**src/rtl/ebc_pkg.sv**
```systemverilog
package ebc_pkg;

   typedef enum logic [1:0] {
      PH_IDLE = 2'd0,
      PH_ADDR = 2'd1,
      PH_STRB = 2'd2
   } ebc_phase_e;

   // lane bit 0 = low byte lane, bit 1 = high byte lane
   function automatic logic [1:0] lane_of(input logic whole_word,
                                          input logic wide_bus,
                                          input logic odd_byte);
      if (whole_word)              return 2'b11;
      else if (wide_bus && odd_byte) return 2'b10;
      else                         return 2'b01;
   endfunction

endpackage

```
**src/rtl/ebc_plan.sv**
```systemverilog
module ebc_plan (
   input  logic word,
   input  logic addr0,
   input  logic bus16,
   input  logic wait_dis,
   input  logic internal,
   output logic split,
   output logic stretch
);
   logic whole_ok;

   always_comb begin
      whole_ok = bus16 && !addr0;
      split    = word && !whole_ok;
      stretch  = !wait_dis && !internal;
   end
endmodule

```
**src/rtl/ebc_phase_timer.sv**
```systemverilog
module ebc_phase_timer #(
   parameter int ALE_CLKS  = 2,
   parameter int STRB_CLKS = 2,
   parameter int MULT      = 2
) (
   input  logic clk,
   input  logic rst_n,
   input  logic restart,
   input  logic in_strb,
   input  logic stretch,
   input  logic lo_only,
   output logic expire
);
   localparam int MAX_BASE = (ALE_CLKS > STRB_CLKS) ? ALE_CLKS : STRB_CLKS;
   localparam int MAX_LEN  = MAX_BASE * MULT;
   localparam int CNT_W    = $clog2(MAX_LEN + 1);

   localparam logic [CNT_W-1:0] ADDR_SHORT = CNT_W'(ALE_CLKS - 1);
   localparam logic [CNT_W-1:0] ADDR_LONG  = CNT_W'(ALE_CLKS * MULT - 1);
   localparam logic [CNT_W-1:0] STRB_SHORT = CNT_W'(STRB_CLKS - 1);
   localparam logic [CNT_W-1:0] STRB_LONG  = CNT_W'(STRB_CLKS * MULT - 1);

   logic [CNT_W-1:0] cnt;
   logic [CNT_W-1:0] last;

   always_comb begin
      if (in_strb)
         last = stretch ? STRB_LONG : STRB_SHORT;
      else
         last = (stretch && !lo_only) ? ADDR_LONG : ADDR_SHORT;
      expire = (cnt == last);
   end

   always_ff @(posedge clk) begin
      if (!rst_n)       cnt <= '0;
      else if (restart) cnt <= '0;
      else              cnt <= cnt + 1'b1;
   end
endmodule

```
**src/rtl/ebc_strobe_gen.sv**
```systemverilog
module ebc_strobe_gen #(
   parameter int LANES = 2
) (
   input  logic             in_addr_ph,
   input  logic             in_strb_ph,
   input  logic             write,
   input  logic [LANES-1:0] lanes,
   output logic             ale,
   output logic             en_n,
   output logic [LANES-1:0] we_n
);
   always_comb begin
      ale  = in_addr_ph;
      en_n = !in_strb_ph;
   end

   for (genvar g = 0; g < LANES; g++) begin : g_lane
      always_comb we_n[g] = !(in_strb_ph && write && lanes[g]);
   end
endmodule

```
**src/rtl/ebc_ctrl.sv**
```systemverilog
module ebc_ctrl
   import ebc_pkg::*;
#(
   parameter int ADDR_W    = 16,
   parameter int ALE_CLKS  = 2,
   parameter int STRB_CLKS = 2,
   parameter int MULT      = 2
) (
   input  logic              clk,
   input  logic              rst_n,
   input  logic              req_valid,
   input  logic [ADDR_W-1:0] req_addr,
   input  logic              req_write,
   input  logic              req_word,
   input  logic              wait_dis,
   input  logic              wait_mode,
   input  logic              bus16,
   input  logic              addr_internal,
   output logic              ale,
   output logic              en_n,
   output logic              we_lo_n,
   output logic              we_hi_n,
   output logic [1:0]        lane_sel,
   output logic [ADDR_W-1:0] cyc_addr,
   output logic              done
);
   if (ADDR_W < 2 || ALE_CLKS < 2 || STRB_CLKS < 2 || MULT < 2) begin : g_bad_cfg
      $error("ebc_ctrl: ADDR_W, ALE_CLKS, STRB_CLKS and MULT must each be at least 2");
   end

   ebc_phase_e        phase;
   logic              second_q;
   logic              split_q, stretch_q, lo_only_q, write_q, word_q, bus16_q;
   logic [ADDR_W-1:0] addr_q;
   logic              split_d, stretch_d;
   logic              expire, restart, accept, last_byte;
   logic [1:0]        we_n;

   ebc_plan u_plan (
      .word     (req_word),
      .addr0    (req_addr[0]),
      .bus16    (bus16),
      .wait_dis (wait_dis),
      .internal (addr_internal),
      .split    (split_d),
      .stretch  (stretch_d)
   );

   ebc_phase_timer #(
      .ALE_CLKS  (ALE_CLKS),
      .STRB_CLKS (STRB_CLKS),
      .MULT      (MULT)
   ) u_timer (
      .clk     (clk),
      .rst_n   (rst_n),
      .restart (restart),
      .in_strb (phase == PH_STRB),
      .stretch (stretch_q),
      .lo_only (lo_only_q),
      .expire  (expire)
   );

   always_comb begin
      accept    = (phase == PH_IDLE) && req_valid;
      restart   = (phase == PH_IDLE) || expire;
      last_byte = !split_q || second_q;
      cyc_addr  = addr_q + ADDR_W'(second_q);
      lane_sel  = (phase == PH_IDLE) ? 2'b00
                : lane_of(word_q && !split_q, bus16_q, cyc_addr[0]);
      done      = (phase == PH_STRB) && expire && last_byte;
   end

   always_ff @(posedge clk) begin
      if (!rst_n) begin
         phase     <= PH_IDLE;
         second_q  <= 1'b0;
         split_q   <= 1'b0;
         stretch_q <= 1'b0;
         lo_only_q <= 1'b0;
         write_q   <= 1'b0;
         word_q    <= 1'b0;
         bus16_q   <= 1'b0;
         addr_q    <= '0;
      end else begin
         unique case (phase)
            PH_IDLE: if (accept) begin
               phase     <= PH_ADDR;
               second_q  <= 1'b0;
               split_q   <= split_d;
               stretch_q <= stretch_d;
               lo_only_q <= wait_mode;
               write_q   <= req_write;
               word_q    <= req_word;
               bus16_q   <= bus16;
               addr_q    <= req_addr;
            end
            PH_ADDR: if (expire) phase <= PH_STRB;
            PH_STRB: if (expire) begin
               if (last_byte) phase <= PH_IDLE;
               else begin
                  phase    <= PH_ADDR;
                  second_q <= 1'b1;
               end
            end
            default: phase <= PH_IDLE;
         endcase
      end
   end

   ebc_strobe_gen #(.LANES(2)) u_strobe (
      .in_addr_ph (phase == PH_ADDR),
      .in_strb_ph (phase == PH_STRB),
      .write      (write_q),
      .lanes      (lane_sel),
      .ale        (ale),
      .en_n       (en_n),
      .we_n       (we_n)
   );

   assign we_lo_n = we_n[0];
   assign we_hi_n = we_n[1];
endmodule

```
**config.mk**
```make
export PLATFORM = sky130hd
export DESIGN_NAME = ebc_ctrl
export DESIGN_NICKNAME = d
export VERILOG_FILES = /design/src/rtl/ebc_pkg.sv /design/src/rtl/ebc_plan.sv /design/src/rtl/ebc_phase_timer.sv /design/src/rtl/ebc_strobe_gen.sv /design/src/rtl/ebc_ctrl.sv
export SDC_FILE = /design/constraint.sdc
export NUM_CORES = 1
export LEC_CHECK = 0
export BUFFER_PORTS_ARGS = -buffer_cell sky130_fd_sc_hd__buf_2
export CORE_ASPECT_RATIO = 0.75
export CORE_MARGIN = 2
export CORE_UTILIZATION = 45
export DETAILED_ROUTE_END_ITERATION = 16
export PLACE_DENSITY = 0.75
export SYNTH_ARGS = -nofsm -noshare
export SYNTH_HDL_FRONTEND = slang
export SYNTH_SLANG_ARGS = --single-unit
export TNS_END_PERCENT = 10
```
**constraint.sdc**
```tcl
create_clock -name clk -period 1.6 [get_ports clk]
set_input_delay 0.32 -clock clk [delete_from_list [all_inputs] [get_ports clk]]
set_output_delay 0.32 -clock clk [all_outputs]
set_load 0.01 [all_outputs]
```
Yosys cells after proc, flatten, opt, wreduce, memory -nomap -nowiden:

Cells that the tools add are included.

* register bits after elaboration: 28
* input bits: 25
* output and inout bits: 23
* word-level logic and storage cells: 64

* add/subtract/negate cells: 2
* equal/unequal tests: 7
* mux-type cells: 15
* bitwise logic cells: 1
* reduce and logical (&&, ||, !) cells: 29

Operators by type and width (number)
* 16-bit by 1-bit adder with 16-bit output: 1
* 2-bit 2-to-1 mux: 8
* 1-bit logical AND: 12
* 1-bit logical NOT: 9
* 2-bit != test, second input constant: 3
* 2-bit one-hot mux with 3 select lines: 1
* 1-bit 2-to-1 mux: 4
* 4-bit AND reduction: 1
* 3-bit by 1-bit adder with 3-bit output, second input constant: 1
* 3-bit == test: 1
* 3-bit 2-to-1 mux: 1
* 3-bit AND reduction: 1
* 2-bit by 1-bit == test with 1-bit output, second input constant: 1
* 2-bit == test, second input constant: 1
* 2-bit logical NOT: 1
* 1-bit logical OR: 2
* 2-bit by 1-bit != test with 1-bit output, second input constant: 1
* 1-bit one-hot mux with 2 select lines: 1
* 2-bit AND reduction: 1
* 2-bit nonzero test: 1
* 2-bit OR reduction: 1
* 1-bit NOT: 1

Depth between registers and ports, before layout:

Gate-level depths: netlist (run 1).

* depth in word-level cells: 7
* gate-level depth with buffers: 5
* gate-level depth less buffers: 5

Cells and area by module:

A second synthesis (run 1) with hierarchy kept.

* cells, all modules: 159
* area total of the unflattened synthesis: 1516.5 sq um

Modules (own cells, without submodules)
* ebc_ctrl: instances 1, cells an instance 137, area each 1333.8 sq um, seq. area each 500.5 sq um
* ebc_phase_timer: instances 1, cells an instance 15, area each 146.4 sq um, seq. area each 60.1 sq um
* ebc_strobe_gen: instances 1, cells an instance 4, area each 21.3 sq um, seq. area each 0.0 sq um
* ebc_plan: instances 1, cells an instance 3, area each 15.0 sq um, seq. area each 0.0 sq um

Worst setup path after synthesis (run 1):

OpenSTA, ideal clock, no wires.

* path type: flip-flop to output port
* start: reg second_q
* end: out cyc_addr[10]
* arrival: 1378 ps
* required time: 1280 ps
* slack: -98 ps
* stages on the path, launching flop included: 6
* buffers on the path: 0
* cell sequence: dfxtp_1 > ha_1 > ha_1 > and3_1 > nand4_1 > xnor2_1

* word-level cells in the longest chain between the ends: 1

Ends and longest elaborated chain
* start, declared: line ebc_ctrl.sv:32 `logic second_q;`
* start signal, assigned: line ebc_ctrl.sv:76 `second_q <= 1'b0;`
* start signal, assigned: line ebc_ctrl.sv:88 `second_q <= 1'b0;`
* start signal, assigned: line ebc_ctrl.sv:102 `second_q <= 1'b1;`
* 16-bit by 1-bit adder with 16-bit output: line ebc_ctrl.sv:67 `cyc_addr = addr_q + ADDR_W'(second_q);`
* end, declared: line ebc_ctrl.sv:24 `output logic [ADDR_W-1:0] cyc_addr,`

Every way passes these cells.

Final worst setup path (run 1):

* start: reg addr_q[0]
* end: out cyc_addr[14]

* word-level cells in the longest chain between the ends: 1

Ends and longest elaborated chain
* start, declared: line ebc_ctrl.sv:34 `logic [ADDR_W-1:0] addr_q;`
* start signal, assigned: line ebc_ctrl.sv:95 `addr_q <= req_addr;`
* 16-bit by 1-bit adder with 16-bit output: line ebc_ctrl.sv:67

Every way passes these cells.

==> run metrics, run 1 <==
outcome complete, but fails checks; failing checks setup timing; mean routed wirelength per cell 12.63 um; number of synthesis warnings 0; cell family contributing the most delay on the critical path flip-flops; via count of the first global-routing pass 1327; DRT Pass-1 Iters 4; Int Power 1.122 mW; power share of the sequential group 50.4%; element type at the critical path start flop; total via count in the routed design 1521; total of hold buffers inserted after clock tree synthesis 0; area used by multi-input combinational logic 0.001002 mm2; final antenna diode count 0; minimum setup slack in the final design -0.3259 ns; worst setup path startpoint addr_q[0]$_SDFFE_PN0P_; Synth top area share 36.54%; layout cells sized above 1 40.84%; fraction of registers with async set/reset 0%; combinational fraction of design power 21.0%; CTS Root Cell sky130_fd_sc_hd__clkbuf_8; type of the worst setup path flop to primary output; total cell area at the placement stage 0.002039 mm2; post-synthesis cell count 188; kind of capture point of the worst setup path primary output; WP buf/inv 1; Power Dens Cells 704.4 mW/mm2; Seq cells post-synth 28; reg2reg start phase[1]$_SDFFE_PN0P_; area of the die 0.003897 mm2; fraction of the mapped netlist area in simple logic gates 34.01%; parity-gate share of the synthesized area counting xor and xnor cells 7.993%; H-Tree Level Count 1; cts bufs inserted 3; DRC viols 0; starting density of the core 46.97%; vias per inst 5.036; Static Leakage 0.9982 nW; critical path data arrival time 1.61 ns; CP dominant cell by count sky130_fd_sc_hd__ha_4; remaining max-slew budget at the tightest pin 76.66%; upper clock frequency limit 519.2 MHz; NumNets Final 291; period utilisation layout 120.4%; antenna violations before repair 0; crit path cell chain ha_4, ha_4, and3_4, nand3_2, xnor2_2, buf_2; aggregate global routing overflow 0; count of port buffers added during placement 47; worst endpoint required time 1.28 ns; Max Clock Skew 0.008204 ns; sequential share of the synthesized area 36.54%; most common flop cell mapped by yosys sky130_fd_sc_hd__dfxtp_1; standard cell with the maximum stage delay on the critical path sky130_fd_sc_hd__dfxtp_2; reg-to-reg setup timing slack 0.17 ns; die width 71.42 um; max capacitance violation total 0; Reg clk slew, reported paths 0.10 ns; Net Count, Synth 216; peak fanout along the critical path 4; unrepaired setup endpoints after global routing true; final standard cell area without fillers 0.002180 mm2; final count of pins violating max slew 0; switching power total 0.4138 mW; combinational family with the most area after synthesis simple AND/OR/NAND/NOR gates; Netlist Area Pre-Place 0.001534 mm2; Min-Delay Startpoint req_addr[5]; area growth from synthesis to final layout 42.09%; storage element area 568.0 um2; maximum count of clock buffers along a single path 2; TritonCTS clock tree built; largest net degree at the start of global routing 22; post-synthesis mux area share 0%; average footprint of a synthesized cell 8.159 um2; portion of total power attributed to the clock network 28.7%; final critical path time including I/O delays and setup 1.926 ns; total routing usage reported by global routing 19.85%; Worst path max stage delay 0.37 ns; number of flops mapped to enable cells by yosys 0; Final Power 1.535 mW; area inside the core boundary 0.003266 mm2; Total Routed Length 3813 um; Fillers 278; Synth area leader sky130_fd_sc_hd__dfxtp_1; classification of the worst-slack hold path input port to flop; count of endpoints failing hold in the final timing report 0; area fraction in compound gates after synthesis 15.99%; I/O pin count 48; final weighted congestion of routability-driven global placement 0.7741; clock latency on the worst-skew pair 0.28 ns; VDD IR-drop max 0.5497 mV; transition time of the tightest slew-check pin 0.3465 ns; Vert. Die Dim 54.57 um; main area contributors after synthesis sky130_fd_sc_hd__dfxtp_1, sky130_fd_sc_hd__nand2_1, sky130_fd_sc_hd__a21boi_1; count of unique library cells instantiated by Yosys 39; number of setup violations in the final report 15; net switching fraction of the power 26.95%; initial drt markers 52; first-pass GRT wire length 6023 um; post-synthesis adder-cell area fraction 2.447%; HPWL after DPL 2715 um; count of antenna-violating nets left after detailed routing 0; number of clock sinks seen by CTS 28; number of core rows 18
[power by group through the flow]
stage	sequential, mW	combinational (mW)	clock [mW]
6_report	0.773	0.322	0.440
3_5_place_dp	0.784	0.316	0
4_1_cts	0.770	0.320	0.451
2_1_floorplan	0.791	0.159	0
5_1_grt	0.779	0.355	0.481
3_3_place_gp	0.783	0.313	0
[timing repair]
action,4_1_cts,5_1_grt
setup buffers,2,0
setup endpoints to repair,16,17
resized for setup,12,3
pin swaps,9,5
[cell families (layout without fill, tap and decap cells)]
group | count (synthesis) | in the layout
simple gates | 99 | 99
compound gates | 33 | 33
flops | 28 | 28
xor+xnor | 14 | 14
buf+inv | 11 | 85
fa+ha+maj | 3 | 3
[metal layers]
| layer | routed length (um) | GRT usage [%] | vias up |
|---|---|---|---|
| met1 | 1883 | 28.36 | 699 |
| met5 | 0 | 0 | - |
| met4 | 27 | 5.346 | 0 |
| li1 | - | - | 792 |
| met3 | 152 | 3.315 | 2 |
| met2 | 1750 | 31.33 | 28 |
[path summary, 6_finish.rpt]
| kind | to | cells after the start |
|---|---|---|
| setup / recovery | cyc_addr[14] | 6 |
| hold / removal | addr_q[5]$_SDFFE_PN0P_ | 3 |
| setup reg to reg | second_q$_SDFFE_PN0P_ | 5 |
| hold reg to reg | word_q$_SDFFE_PN0P_ | 2 |
[synth_stat cells (all sizes together), types with 4 or more instances]
| library cell | instances |
|---|---|
| nor2 | 6 |
| dfxtp | 28 |
| nand2 | 52 |
| xnor2 | 9 |
| inv | 4 |
| nand2b | 7 |
| nand3 | 9 |
| a21boi | 22 |
| xor2 | 5 |
| nand4 | 4 |
| buf | 4 |
[cells in the final DEF, fill, tap and decap left out, drive strengths merged, types with 4 or more instances in the layout]
cell    count
a21boi     22
nand2      52
nor2        6
nand3       9
nand2b      7
xnor2       9
xor2        5
dfxtp      28
buf        77
nand4       4
clkbuf      4
inv         4
[registers in the layout (all words and copies together), names as in the netlist]
name and count:
addr_q 16, u_timer.cnt 3, phase 2, bus16_q 1
lo_only_q 1, second_q 1, split_q 1, stretch_q 1
word_q 1, write_q 1
[layout make-up]
type / count / area share, %
tap: 40 / 2.296
sequential: 28 / 26.06
multi-input combinational: 149 / 45.98
clock buffer: 4 / 2.526
inverter: 4 / 0.6889
timing repair buffer: 77 / 22.45
[worst register-to-register path, stage by stage, from the launching register on]
cell                      delay [ns]
sky130_fd_sc_hd__dfxtp_1        0.34
sky130_fd_sc_hd__buf_4          0.16
sky130_fd_sc_hd__nor2_1         0.23
sky130_fd_sc_hd__nand2_1        0.16
sky130_fd_sc_hd__buf_4          0.22
sky130_fd_sc_hd__a31o_1         0.22
[per-stage QoR]
| step | instances | hold WS (ns) | setup WS (ns) | util [%] | TNS [ns] |
|---|---|---|---|---|---|
| final | 302 | 0.2608 | -0.3259 | 66.74 | -2.990 |
| after global routing | 302 | 0.2541 | -0.3859 | 66.74 | -4.064 |
| after CTS | 302 | 0.2599 | -0.2903 | 66.28 | -2.998 |
| after detailed placement | 296 | 0.4522 | -0.1182 | 62.45 | -0.2654 |
| after global placement | 296 | 0.4476 | -0.05254 | 62.45 | -0.09355 |
| after floorplan | 188 | 0.4355 | 0.006094 | - | 0 |
Note: power is estimated with default switching activity, not from simulation.
==> inputs of run 2 (changes only) <==
--- a/config.mk
+++ b/config.mk
@@ -11,7 +11,9 @@
 export CORE_UTILIZATION = 45
 export DETAILED_ROUTE_END_ITERATION = 16
 export PLACE_DENSITY = 0.75
+export SKIP_CTS_REPAIR_TIMING = 1
 export SYNTH_ARGS = -nofsm -noshare
 export SYNTH_HDL_FRONTEND = slang
+export SYNTH_HIERARCHICAL = 1
 export SYNTH_SLANG_ARGS = --single-unit
 export TNS_END_PERCENT = 10
==> run 2 against run 1 <==
The run still ends with setup timing left. Sequential power rose by 2%. Maximum frequency decreased by 1.2%. Register-to-register slack worse by 0.17 ns. Setup slack worse by 0.022 ns. Cell count shrank 12%. Clock power shrank 5.0%. Critical path type unchanged. Largest power group unchanged.
==> run metrics, run 2 <==
Static Leakage 0.9543 nW (-4.4%); portion of total power attributed to the clock network 27.1% (-1.6 points); switching power total 0.4024 mW (-2.7%); logic depth of the worst path, buffers included 6 (unchanged); number of core rows 18 (unchanged); final weighted congestion of routability-driven global placement 0.7833 (+1.2%); period utilisation layout 121.8% (+1.4 points); classification of the worst-slack hold path input port to flop; count of port buffers added during placement 47 (unchanged); count of antenna-violating nets left after detailed routing 0 (unchanged); total routing usage reported by global routing 17.98% (-1.9 points); minimum setup slack in the final design -0.3484 ns (-0.02250 ns); largest registers in the final layout addr_q: 16 flops, u_timer/cnt: 3 flops, phase: 2 flops; DP Cell Count 259 (-13%); remaining max-slew budget at the tightest pin 72.76% (-3.9 points); die width 71.03 um (-0.54%); Final Power 1.543 mW (+0.49%); count of cells along the worst register-to-register path 8 (+3); Seq cells post-synth 28 (unchanged); sequential share of the synthesized area 36.96% (+0.42 points); Vert. Die Dim 54.28 um (-0.53%); flip-flop count of the largest register, all copies and words added 16 (unchanged); most frequent cells in the layout sky130_fd_sc_hd__buf_2, sky130_fd_sc_hd__mux2i_1, sky130_fd_sc_hd__nor2b_1; leading cell type in the layout, fill and taps excluded sky130_fd_sc_hd__buf_2; aggregate global routing overflow 0 (unchanged); NumNets Final 255 (-12%); number of synthesis warnings 6 (+6); initial drt markers 46 (-12%); WP buf/inv 2 (+1); peak fanout along the critical path 3 (-1); main area contributors after synthesis sky130_fd_sc_hd__dfxtp_1, sky130_fd_sc_hd__mux2i_1, sky130_fd_sc_hd__nor2b_1; most common flop cell mapped by yosys sky130_fd_sc_hd__dfxtp_1; storage element area 573.1 um2 (+0.88%); Reg clk slew, reported paths 0.09 ns (about the same); upper clock frequency limit 513.2 MHz (-1.2%); area inside the core boundary 0.003266 mm2 (unchanged); Power Dens Cells 732.2 mW/mm2 (+3.9%); total via count in the routed design 1276 (-16%); count of unique library cells instantiated by Yosys 30 (-23%); DRT Pass-1 Iters 4 (unchanged); CTS Root Cell sky130_fd_sc_hd__clkbuf_8; H-Tree Level Count 1 (unchanged); average footprint of a synthesized cell 9.537 um2 (+17%); clock latency on the worst-skew pair 0.26 ns (-0.02 ns); final standard cell area without fillers 0.002107 mm2 (-3.3%); combinational fraction of design power 21.9% (+0.9 points); HPWL after DPL 2517 um (-7.3%); starting density of the core 46.44% (-0.54 points); standard cell with the maximum stage delay on the critical path sky130_fd_sc_hd__dfxtp_4; post-synthesis cell count 159 (-15%); number of clock sinks seen by CTS 28 (unchanged); DRC viols 0 (unchanged); count leader, synth sky130_fd_sc_hd__dfxtp_1; maximum count of clock buffers along a single path 2 (unchanged); Synth area leader sky130_fd_sc_hd__dfxtp_1; mean routed wirelength per cell 12.63 um (about the same); number of flops mapped to enable cells by yosys 0 (unchanged); Int Power 1.140 mW (+1.7%); kind of capture point of the worst setup path primary output; reg-to-reg setup timing slack 0 ns (-0.17 ns); worst endpoint required time 1.28 ns (about the same); crit path cell chain ha_4, nand4_1, buf_4, nor4_2, xor2_1, buf_2; number of setup violations in the final report 19 (+4); cts bufs inserted 3 (unchanged); Max Clock Skew 0.001113 ns (-0.007091 ns); I/O pin count 48 (unchanged); final critical path time including I/O delays and setup 1.948 ns (+0.02250 ns); type of the worst setup path flop to primary output; power share of the sequential group 50.9% (+0.5 points); fraction of registers with async set/reset 0% (unchanged); area growth from synthesis to final layout 38.94%; TritonCTS clock tree built; Fillers 292 (+5.0%); transition time of the tightest slew-check pin 0.4087 ns (+0.06221 ns); final antenna diode count 0 (unchanged); Synth top area share 36.96% (+0.42 points); largest net degree at the start of global routing 27 (+23%); outcome complete, but fails checks; via count of the first global-routing pass 1167 (-12%); Netlist Area Pre-Place 0.001516 mm2 (-1.1%); layout cells sized above 1 43.11% (+2.3 points); failing checks setup timing; element type at the critical path start flop; cell family contributing the most delay on the critical path flip-flops; unrepaired setup endpoints after global routing true; max capacitance violation total 0 (unchanged); VDD IR-drop max 0.4280 mV (-22%); Worst path max stage delay 0.37 ns (about the same); net switching fraction of the power 26.08% (-0.87 points); Cells on Worst Hold Path 3 (unchanged); Net Count, Synth 188 (-13%); Hold Slack 0.3075 ns (+0.04671 ns); total cell area at the placement stage 0.001983 mm2 (-2.8%); area used by multi-input combinational logic 0.001001 mm2 (-0.12%); utilization after layout 64.52% (-2.2 points); vias per inst 4.815 (-4.4%); area of the die 0.003855 mm2 (-1.1%); largest reg by FF count addr_q; count of placed standard cells in the final layout, fillers left out 265 (-12%); antenna violations before repair 0 (unchanged); Total Routed Length 3346 um (-12%); Commonest cells post-synth sky130_fd_sc_hd__dfxtp_1, sky130_fd_sc_hd__nor2b_1, sky130_fd_sc_hd__mux2i_1; final count of pins violating max slew 0 (unchanged); first-pass GRT wire length 5361 um (-11%); critical path data arrival time 1.63 ns (+0.02 ns); count of endpoints failing hold in the final timing report 0 (unchanged)
-- run 2: changes by cell type after synthesis, sizes merged, moves of 4 or more --
cell and delta:
mux2i +23, nand2 -48, xnor2 -4, xor2 +5, nor2b +21, a21boi -21
inv +4
-- run 2: worst paths after layout --
kind,end,start
min,addr_q[9]$_SDFFE_PN0P_,req_addr[9]
max,cyc_addr[15],second_q$_SDFFE_PN0P_
min reg2reg,u_timer/cnt[0]$_SDFF_PP0_,u_timer/cnt[0]$_SDFF_PP0_
max reg2reg,phase[0]$_SDFFE_PN0P_,phase[1]$_SDFFE_PN0P_
-- run 2: cells by family (layout without fill, tap and decap cells) --
logic type	count (synthesis)	after routing	synth area share (%)
and+or+nand+nor	67	67	27.14
DFF	28	28	36.96
muxes	23	23	15.18
xor gates and xnor gates	15	15	8.663
buffers and inverters	13	79	4.951
AOI/OAI and AO/OA	9	9	3.796
adders and majority gates	4	4	3.300
-- run 2: layout make-up --
| cell class | instances | share of cell area, % |
|---|---|---|
| sequential | 28 | 27.20 |
| clock buffer | 4 | 2.613 |
| tap | 40 | 2.375 |
| timing repair buffer | 67 | 18.88 |
| multi-input combinational | 118 | 47.51 |
| inverter | 8 | 1.425 |
-- run 2: tightest hold or removal path: cells and delay by family --
kind,cells,cell delay (ns)
muxes,1,0.06
buffers and inverters,1,0.07
and+or+nand+nor,1,0.09
-- run 2: power by group through the flow --
stage                     Combinational [mW]  Clock, mW  Sequential [mW]
after global placement                 0.322          0            0.798
final                                  0.338      0.418            0.786
after CTS                              0.331      0.436            0.784
after global routing                   0.372      0.462            0.793
after detailed placement               0.329          0            0.800
after floorplan                        0.201          0            0.802
-- run 2: metal layers --
layer  part of all wire [%]  up-vias  track usage [%]
met2                     43       22            26.48
met1                     52      579            26.50
met3                    3.9        2            4.236
li1                       -      673                -
met4                   0.42        0            4.717
met5                      0        -                0
-- run 2: through the flow --
step	worst slack, ns	setup TNS (ns)
after floorplan	-0.03191	-0.05398
after global routing	-0.4869	-6.564
after detailed placement	-0.1361	-0.4398
after CTS	-0.4464	-4.901
after global placement	-0.07221	-0.2108
final	-0.3484	-4.355
